**src/rtl/evtimer_pkg.sv**
```systemverilog
package evtimer_pkg;
  localparam logic [11:0] A_ID     = 12'h000;
  localparam logic [11:0] A_PERIOD = 12'h004;
  localparam logic [11:0] A_GCTL   = 12'h010;
  localparam logic [11:0] A_STAT   = 12'h020;
  localparam logic [11:0] A_CNT_LO = 12'h0F0;
  localparam logic [11:0] A_CNT_HI = 12'h0F4;
  localparam logic [3:0]  CH_REGION = 4'h1;
  localparam logic [4:0]  OFF_CFG   = 5'h00;
  localparam logic [4:0]  OFF_CMPLO = 5'h08;
  localparam logic [4:0]  OFF_CMPHI = 5'h0C;

  localparam int GCTL_RUN = 0;
  localparam int GCTL_LEG = 1;

  localparam int CB_LEVEL = 0;
  localparam int CB_EN    = 1;
  localparam int CB_PER   = 2;
  localparam int CB_SETV  = 3;
  localparam int CB_M32   = 4;
  localparam int CB_ROUTE = 5;

  localparam logic [7:0] REVISION = 8'h01;

  typedef enum logic [1:0] {
    SV_IDLE,
    SV_MATCH,
    SV_INCR
  } setv_e;
endpackage

```
**src/rtl/evtimer_counter.sv**
```systemverilog
module evtimer_counter (
  input  logic        clk,
  input  logic        rst_n,
  input  logic        run,
  input  logic        wr_lo,
  input  logic        wr_hi,
  input  logic [31:0] wdata,
  output logic [63:0] cnt
);
  always_ff @(posedge clk or negedge rst_n) begin
    if (!rst_n) begin
      cnt <= '0;
    end else if (run) begin
      cnt <= cnt + 64'd1;
    end else begin
      if (wr_lo) cnt[31:0]  <= wdata;
      if (wr_hi) cnt[63:32] <= wdata;
    end
  end
endmodule

```
**src/rtl/evtimer_channel.sv**
```systemverilog
module evtimer_channel
  import evtimer_pkg::*;
#(
  parameter int RW = 3
) (
  input  logic          clk,
  input  logic          rst_n,
  input  logic          cfg_wr,
  input  logic          cmplo_wr,
  input  logic          cmphi_wr,
  input  logic [31:0]   wdata,
  input  logic [63:0]   cnt,
  input  logic          run,
  input  logic          clr,
  output logic [31:0]   cfg_rd,
  output logic [63:0]   cmp,
  output logic [RW-1:0] route,
  output logic          enabled,
  output logic          status,
  output logic          irq_raw
);
  logic        level_q, en_q, per_q, m32_q;
  logic [31:0] incr_q;
  setv_e       sv_q;
  logic        pulse_q;
  logic        hit;
  logic        match;

  assign hit   = m32_q ? (cnt[31:0] == cmp[31:0]) : (cnt == cmp);
  assign match = run && en_q && hit;

  always_ff @(posedge clk or negedge rst_n) begin
    if (!rst_n) begin
      level_q <= 1'b0;
      en_q    <= 1'b0;
      per_q   <= 1'b0;
      m32_q   <= 1'b0;
      route   <= '0;
      sv_q    <= SV_IDLE;
    end else if (cfg_wr) begin
      level_q <= wdata[CB_LEVEL];
      en_q    <= wdata[CB_EN];
      per_q   <= wdata[CB_PER];
      m32_q   <= wdata[CB_M32];
      route   <= wdata[CB_ROUTE +: RW];
      if (wdata[CB_SETV]) sv_q <= SV_MATCH;
    end else if (cmplo_wr) begin
      case (sv_q)
        SV_MATCH: sv_q <= SV_INCR;
        SV_INCR:  sv_q <= SV_IDLE;
        default:  sv_q <= SV_IDLE;
      endcase
    end
  end

  always_ff @(posedge clk or negedge rst_n) begin
    if (!rst_n) begin
      cmp    <= '0;
      incr_q <= '0;
    end else begin
      if (match && per_q) begin
        if (m32_q) cmp[31:0] <= cmp[31:0] + incr_q;
        else       cmp       <= cmp + {32'd0, incr_q};
      end
      if (cmplo_wr) begin
        if (sv_q == SV_INCR) incr_q    <= wdata;
        else                 cmp[31:0] <= wdata;
      end
      if (cmphi_wr) cmp[63:32] <= wdata;
    end
  end

  always_ff @(posedge clk or negedge rst_n) begin
    if (!rst_n) begin
      status  <= 1'b0;
      pulse_q <= 1'b0;
    end else begin
      pulse_q <= match;
      if (match)    status <= 1'b1;
      else if (clr) status <= 1'b0;
    end
  end

  assign enabled = en_q;
  assign irq_raw = en_q & (level_q ? status : pulse_q);
  assign cfg_rd  = {{(32 - CB_ROUTE - RW){1'b0}}, route, m32_q, 1'b0, per_q, en_q, level_q};
endmodule

```
**src/rtl/evtimer_router.sv**
```systemverilog
module evtimer_router #(
  parameter int NUM_CH  = 4,
  parameter int NUM_IRQ = 8,
  parameter int RW      = 3
) (
  input  logic [NUM_CH-1:0]  ch_irq,
  input  logic [RW-1:0]      routes [NUM_CH],
  input  logic               legacy,
  output logic [NUM_IRQ-1:0] irq_o,
  output logic               leg_tick,
  output logic               leg_rtc
);
  always_comb begin
    irq_o = '0;
    for (int l = 0; l < NUM_IRQ; l++) begin
      for (int n = 0; n < NUM_CH; n++) begin
        if (routes[n] == RW'(l) && !(legacy && n < 2) && ch_irq[n])
          irq_o[l] = 1'b1;
      end
    end
  end

  assign leg_tick = legacy & ch_irq[0];
  assign leg_rtc  = legacy & ch_irq[1];
endmodule

```
**src/rtl/evtimer_cmp.sv**
```systemverilog
module evtimer_cmp
  import evtimer_pkg::*;
#(
  parameter int          NUM_CH     = 4,
  parameter int          NUM_IRQ    = 8,
  parameter int          ADDR_W     = 12,
  parameter logic [31:0] PERIOD_FS  = 32'd69841279,
  parameter bit          LEGACY_CAP = 1'b1
) (
  input  logic               clk,
  input  logic               rst_n,
  input  logic               bus_wr,
  input  logic               bus_rd,
  input  logic [ADDR_W-1:0]  bus_addr,
  input  logic [31:0]        bus_wdata,
  output logic [31:0]        bus_rdata,
  output logic [NUM_IRQ-1:0] irq_o,
  output logic               legacy_tick_o,
  output logic               legacy_rtc_o
);
  localparam int RW = (NUM_IRQ > 1) ? $clog2(NUM_IRQ) : 1;

  logic        gctl_run_q, gctl_leg_q;
  logic [63:0] cnt_q;
  logic [11:0] addr12;
  logic        ch_region;
  logic [2:0]  ch_sel;
  logic [4:0]  ch_off;

  logic [NUM_CH-1:0] ch_status, ch_en, ch_irq, ch_clr;
  logic [31:0]       ch_cfg_rd [NUM_CH];
  logic [63:0]       ch_cmp    [NUM_CH];
  logic [RW-1:0]     ch_route  [NUM_CH];

  assign addr12    = 12'(bus_addr);
  assign ch_region = (addr12[11:8] == CH_REGION);
  assign ch_sel    = addr12[7:5];
  assign ch_off    = addr12[4:0];

  always_ff @(posedge clk or negedge rst_n) begin
    if (!rst_n) begin
      gctl_run_q <= 1'b0;
      gctl_leg_q <= 1'b0;
    end else if (bus_wr && addr12 == A_GCTL) begin
      gctl_run_q <= bus_wdata[GCTL_RUN];
      gctl_leg_q <= bus_wdata[GCTL_LEG] & LEGACY_CAP;
    end
  end

  evtimer_counter u_cnt (
    .clk   (clk),
    .rst_n (rst_n),
    .run   (gctl_run_q),
    .wr_lo (bus_wr && addr12 == A_CNT_LO),
    .wr_hi (bus_wr && addr12 == A_CNT_HI),
    .wdata (bus_wdata),
    .cnt   (cnt_q)
  );

  for (genvar n = 0; n < NUM_CH; n++) begin : g_ch
    logic sel_n;
    assign sel_n     = bus_wr && ch_region && (ch_sel == 3'(n));
    assign ch_clr[n] = bus_wr && (addr12 == A_STAT) && bus_wdata[n];

    evtimer_channel #(.RW(RW)) u_ch (
      .clk      (clk),
      .rst_n    (rst_n),
      .cfg_wr   (sel_n && ch_off == OFF_CFG),
      .cmplo_wr (sel_n && ch_off == OFF_CMPLO),
      .cmphi_wr (sel_n && ch_off == OFF_CMPHI),
      .wdata    (bus_wdata),
      .cnt      (cnt_q),
      .run      (gctl_run_q),
      .clr      (ch_clr[n]),
      .cfg_rd   (ch_cfg_rd[n]),
      .cmp      (ch_cmp[n]),
      .route    (ch_route[n]),
      .enabled  (ch_en[n]),
      .status   (ch_status[n]),
      .irq_raw  (ch_irq[n])
    );
  end

  evtimer_router #(.NUM_CH(NUM_CH), .NUM_IRQ(NUM_IRQ), .RW(RW)) u_rt (
    .ch_irq   (ch_irq),
    .routes   (ch_route),
    .legacy   (gctl_leg_q),
    .irq_o    (irq_o),
    .leg_tick (legacy_tick_o),
    .leg_rtc  (legacy_rtc_o)
  );

  always_comb begin
    bus_rdata = '0;
    if (bus_rd) begin
      case (addr12)
        A_ID:     bus_rdata = {16'd0, LEGACY_CAP, 2'b00, 5'(NUM_CH - 1), REVISION};
        A_PERIOD: bus_rdata = PERIOD_FS;
        A_GCTL:   bus_rdata = {30'd0, gctl_leg_q, gctl_run_q};
        A_STAT:   bus_rdata = 32'(ch_status);
        A_CNT_LO: bus_rdata = cnt_q[31:0];
        A_CNT_HI: bus_rdata = cnt_q[63:32];
        default: begin
          for (int n = 0; n < NUM_CH; n++) begin
            if (ch_region && ch_sel == 3'(n)) begin
              if (ch_off == OFF_CFG)   bus_rdata = ch_cfg_rd[n];
              if (ch_off == OFF_CMPLO) bus_rdata = ch_cmp[n][31:0];
              if (ch_off == OFF_CMPHI) bus_rdata = ch_cmp[n][63:32];
            end
          end
        end
      endcase
    end
  end
endmodule

```
**config.mk**
```make
export PLATFORM = sky130hd
export DESIGN_NAME = evtimer_cmp
export DESIGN_NICKNAME = d
export VERILOG_FILES = /design/src/rtl/evtimer_pkg.sv /design/src/rtl/evtimer_counter.sv /design/src/rtl/evtimer_channel.sv /design/src/rtl/evtimer_router.sv /design/src/rtl/evtimer_cmp.sv
export SDC_FILE = /design/constraint.sdc
export NUM_CORES = 2
export LEC_CHECK = 0
export ABC_CLOCK_PERIOD_IN_PS = 5000
export BUFFER_PORTS_ARGS = -buffer_cell sky130_fd_sc_hd__buf_2
export CELL_PAD_IN_SITES_DETAIL_PLACEMENT = 0
export CELL_PAD_IN_SITES_GLOBAL_PLACEMENT = 1
export CORE_ASPECT_RATIO = 0.9
export CORE_MARGIN = 2
export CORE_UTILIZATION = 35
export DETAILED_ROUTE_END_ITERATION = 7
export PLACE_DENSITY_LB_ADDON = 0.1
export SLEW_MARGIN = 10
export SYNTH_ARGS = -nofsm -noshare
export SYNTH_HDL_FRONTEND = slang
export SYNTH_SLANG_ARGS = --single-unit
export TNS_END_PERCENT = 1
```
**constraint.sdc**
```tcl
create_clock -name clk -period 5 [get_ports clk]
set_input_delay 0.25 -clock clk [delete_from_list [all_inputs] [get_ports clk]]
set_output_delay 0.25 -clock clk [all_outputs]
set_load 0.02 [all_outputs]
```
==> out/qor.yml <==
pwr-share-seq_pct: 41.5
totalWireLength_um: 184000
power_frac_comb_pct: 9.9
cts_tree: "done"
synth_edf_count: 0
p_sw_mw: 3.12
cts_inserted_buffers: 66
initial_core_util_pct: 35.4
critPathKind: "reg -> reg"
grt_pass1_wl_um: 259000
drtPass1Iterations: 6
multiInputGateArea_um2: 23200
synth-seq-cells: 494
outcome: "finished clean"
p_clk_share_pct: 48.6
cap_violations: 0
finalCriticalPeriod_ns: 4.13
crit_path_start_kind: "flip-flop"
rsz0062_at_grt: "no"
netlist_area_um2: 36900
clock_latency_ns: 0.66
setup_ws_ns: 0.867
leakage_nw: 16.9
antenna_found_initial: 17
synth_cells: 4342
fmax_mhz: 242
dieArea_um2: 108000
critPathMaxFanout: 11
fin_skew_ns: 0.0347
powerDensity_nw_per_um2: 259
ctsLongestPathBuffers: 3
synth.avg_cell_area_um2: 8.50
synthDistinctLibCells: 77
fillers: 10700
cts_max_level: 3
syn_to_final_growth_pct: 11.6
ios: 90
arrival_ns: 4.63
core-area_um2: 104000
relSlewSlack_pct: 18.4
synthArstFlopShare_pct: 100
final-hold-violation-count: 0
power.share.switching_pct: 29.2
wire_per_inst_um: 32.2
drive_above_1_share_pct: 11.8
drt-initial-drc-count: 4402
via_count: 35200
p_int_mw: 7.55
dp_hpwl_um: 132000
crit_path_end_kind: "flip-flop"
place_congestion: 1.02
die_h_um: 312
rows: 112
ant_nets: 0
nNetsFinal: 4469
fin_crit_sh_pct: 82.7
cts.sinks: 494
slew_viol_final: 0
ys_warn_count: 0
hp-class: "in -> reg"
vias_per_cell: 6.16
cp.required_ns: 5.50
seq_area_um2: 12400
grt_max_degree: 115
worstMarginPinSlew_ns: 1.22
ir_worst_vdd_uv: 237
overflow: 0
fp.dieW_um: 346
pre_cts_ws_ns: 1.01
power_mw: 10.7
yosysSeqAreaShare_pct: 33.5
route.detailed.drc: 0
setup_viol: 0
syn_nets: 4523
port_buffers: 89
root_buffer: "clkbuf_16"
track_usage_pct: 33.3
grt_pass1_vias: 32600
setup-tns-final_ns: 0
cts.clk_slew.worst_paths_ns: 0.06
post_cts_buffers: 0
synthFlopType: "dfrtp_1"
==> cell usage in the layout (no fill, tap or decap), types with 14 or more instances in the layout <==
| cell type | Yosys | layout |
|---|---|---|
| mux2i_1 | 118 | 118 |
| nand4_1 | 104 | 104 |
| o22ai_1 | 53 | 53 |
| nor4_1 | 65 | 64 |
| a22oi_1 | 107 | 107 |
| o211ai_1 | 23 | 23 |
| o21bai_1 | 14 | 14 |
| ha_1 | 129 | 129 |
| nor2_1 | 323 | 316 |
| buf_4 | 4 | 105 |
| mux2_2 | 161 | 161 |
| a22o_1 | 18 | 18 |
| a211oi_1 | 47 | 46 |
| o21ai_0 | 315 | 315 |
| o21a_1 | 23 | 23 |
| a21o_1 | 49 | 49 |
| or3_1 | 18 | 17 |
| xnor2_1 | 262 | 262 |
| and4_1 | 14 | 14 |
| dfrtp_1 | 494 | 493 |
| clkbuf_16 | 0 | 73 |
| and2_1 | 31 | 30 |
| a221o_1 | 15 | 15 |
| nor3_1 | 70 | 70 |
| and3_1 | 86 | 85 |
| o31a_1 | 23 | 23 |
| inv_1 | 56 | 56 |
| a221oi_1 | 18 | 18 |
| nor2b_1 | 36 | 36 |
| nand2_1 | 431 | 430 |
| a21oi_1 | 334 | 331 |
| buf_2 | 11 | 88 |
| nand3_1 | 142 | 139 |
| xor2_1 | 277 | 277 |
==> through the flow <==
stage	util (%)	cell area, µm²	instances	hold WS (ns)
2_1_floorplan	-	36900	4342	-0.0456
3_3_place_gp	37.3	38800	5587	0.339
3_5_place_dp	37.3	38800	5587	0.346
4_1_cts	39.5	41200	5705	0.149
5_1_grt	39.5	41200	5705	0.175
6_report	39.5	41200	5709	0.173
==> power groups by stage <==
stage	Sequential [mW]	Combinational [mW]	Clock, mW
after detailed placement	4.47	1.02	0
after global placement	4.46	1.03	0
final	4.43	1.05	5.19
after global routing	4.40	1.11	5.42
after CTS	4.39	1.03	5.28
after floorplan	4.17	0.672	0
==> per-layer routing <==
layer  vias to the layer above  wire length (µm)  global-route usage [%]
met3                       281             18500                    8.18
met5                         -                 0                       0
li1                      15500                 -                       -
met2                      1746             75100                    47.0
met4                         0              6610                    11.0
met1                     17600             83800                    49.1
==> kinds of logic (layout without fill, tap and decap cells) <==
logic type      Yosys count  after routing  synth area share (%)
compound gates         1139           1139                  19.1
xor+xnor                539            539                  12.8
fa+ha+maj               133            133                  4.59
buf+inv                 379            374                  4.00
flops                   494            494                  33.5
mux                     279            279                  8.11
other cells               0              4                     0
simple gates           1379           1379                  17.9
==> synthesized netlist by cell type, types with 31 or more instances <==
cell / instances / area [µm²]
a21oi_1: 334 / 1670
o22ai_1: 53 / 332
and2_1: 31 / 194
nand3_1: 142 / 711
a22oi_1: 107 / 803
nand2_1: 431 / 1620
xor2_1: 277 / 2430
nor2_1: 323 / 1210
a211oi_1: 47 / 353
o21ai_0: 315 / 1580
a21o_1: 49 / 368
nor3_1: 70 / 350
mux2_2: 161 / 1810
nor2b_1: 36 / 225
nand4_1: 104 / 651
clkbuf_1: 270 / 1010
inv_1: 56 / 210
ha_1: 129 / 1610
buf_1: 33 / 124
and3_1: 86 / 538
xnor2_1: 262 / 2290
nor4_1: 65 / 407
mux2i_1: 118 / 1180
dfrtp_1: 494 / 12400
==> layout make-up <==
type / count / area share (%)
Inverter: 56 / 0.511
Timing Repair Buffer: 201 / 3.34
Antenna cell: 4 / 0.0243
Multi-Input combinational cell: 3469 / 56.3
Clock buffer: 98 / 4.98
Sequential cell: 494 / 30.0
Tap cell: 1368 / 4.16
Clock inverter: 19 / 0.650
==> registers in the layout, summed over array words and instances (netlist names) <==
register,count
g_ch.u_ch.status,4
g_ch.u_ch.sv_q,8
gctl_run_q,1
g_ch.u_ch.pulse_q,4
g_ch.u_ch.route,12
g_ch.u_ch.m32_q,4
g_ch.u_ch.level_q,4
g_ch.u_ch.cmp,256
u_cnt.cnt,64
g_ch.u_ch.enabled,4
g_ch.u_ch.incr_q,128
gctl_leg_q,1
g_ch.u_ch.per_q,4
==> worst max-delay path, stage by stage, from the launching register on <==
cell and delay [ns]:
dfrtp_1 0.82, xor2_1 0.28, nor4_1 0.68, nand4_1 0.16
nor4_1 0.58, and4_1 0.35, nand3_1 0.40, nor4_1 0.45
xnor2_1 0.16, o21ai_0 0.09
==> final timing paths <==
kind                                      startpoint                       to  slack [ns]  cells past startpoint
worst max-delay path                    u_cnt.cnt[6]     g_ch[3].u_ch.cmp[56]        0.87                      9
worst min-delay path                   bus_wdata[28]     g_ch[0].u_ch.cmp[28]        0.17                      3
worst max register to register          u_cnt.cnt[6]     g_ch[3].u_ch.cmp[56]        0.87                      9
worst min register to register  g_ch[1].u_ch.sv_q[0]     g_ch[1].u_ch.sv_q[0]        0.48                      2
max in group asynchronous                      rst_n   g_ch[1].u_ch.incr_q[9]        3.50                      3
min in group asynchronous                      rst_n  g_ch[0].u_ch.incr_q[24]        0.23                      2
==> repair_timing <==
action	4_1_cts	5_1_grt
resized for setup	0	0
hold endpoints to repair	76	0
hold buffers	1	0
No activity file was read; power rests on OpenSTA's default activity.
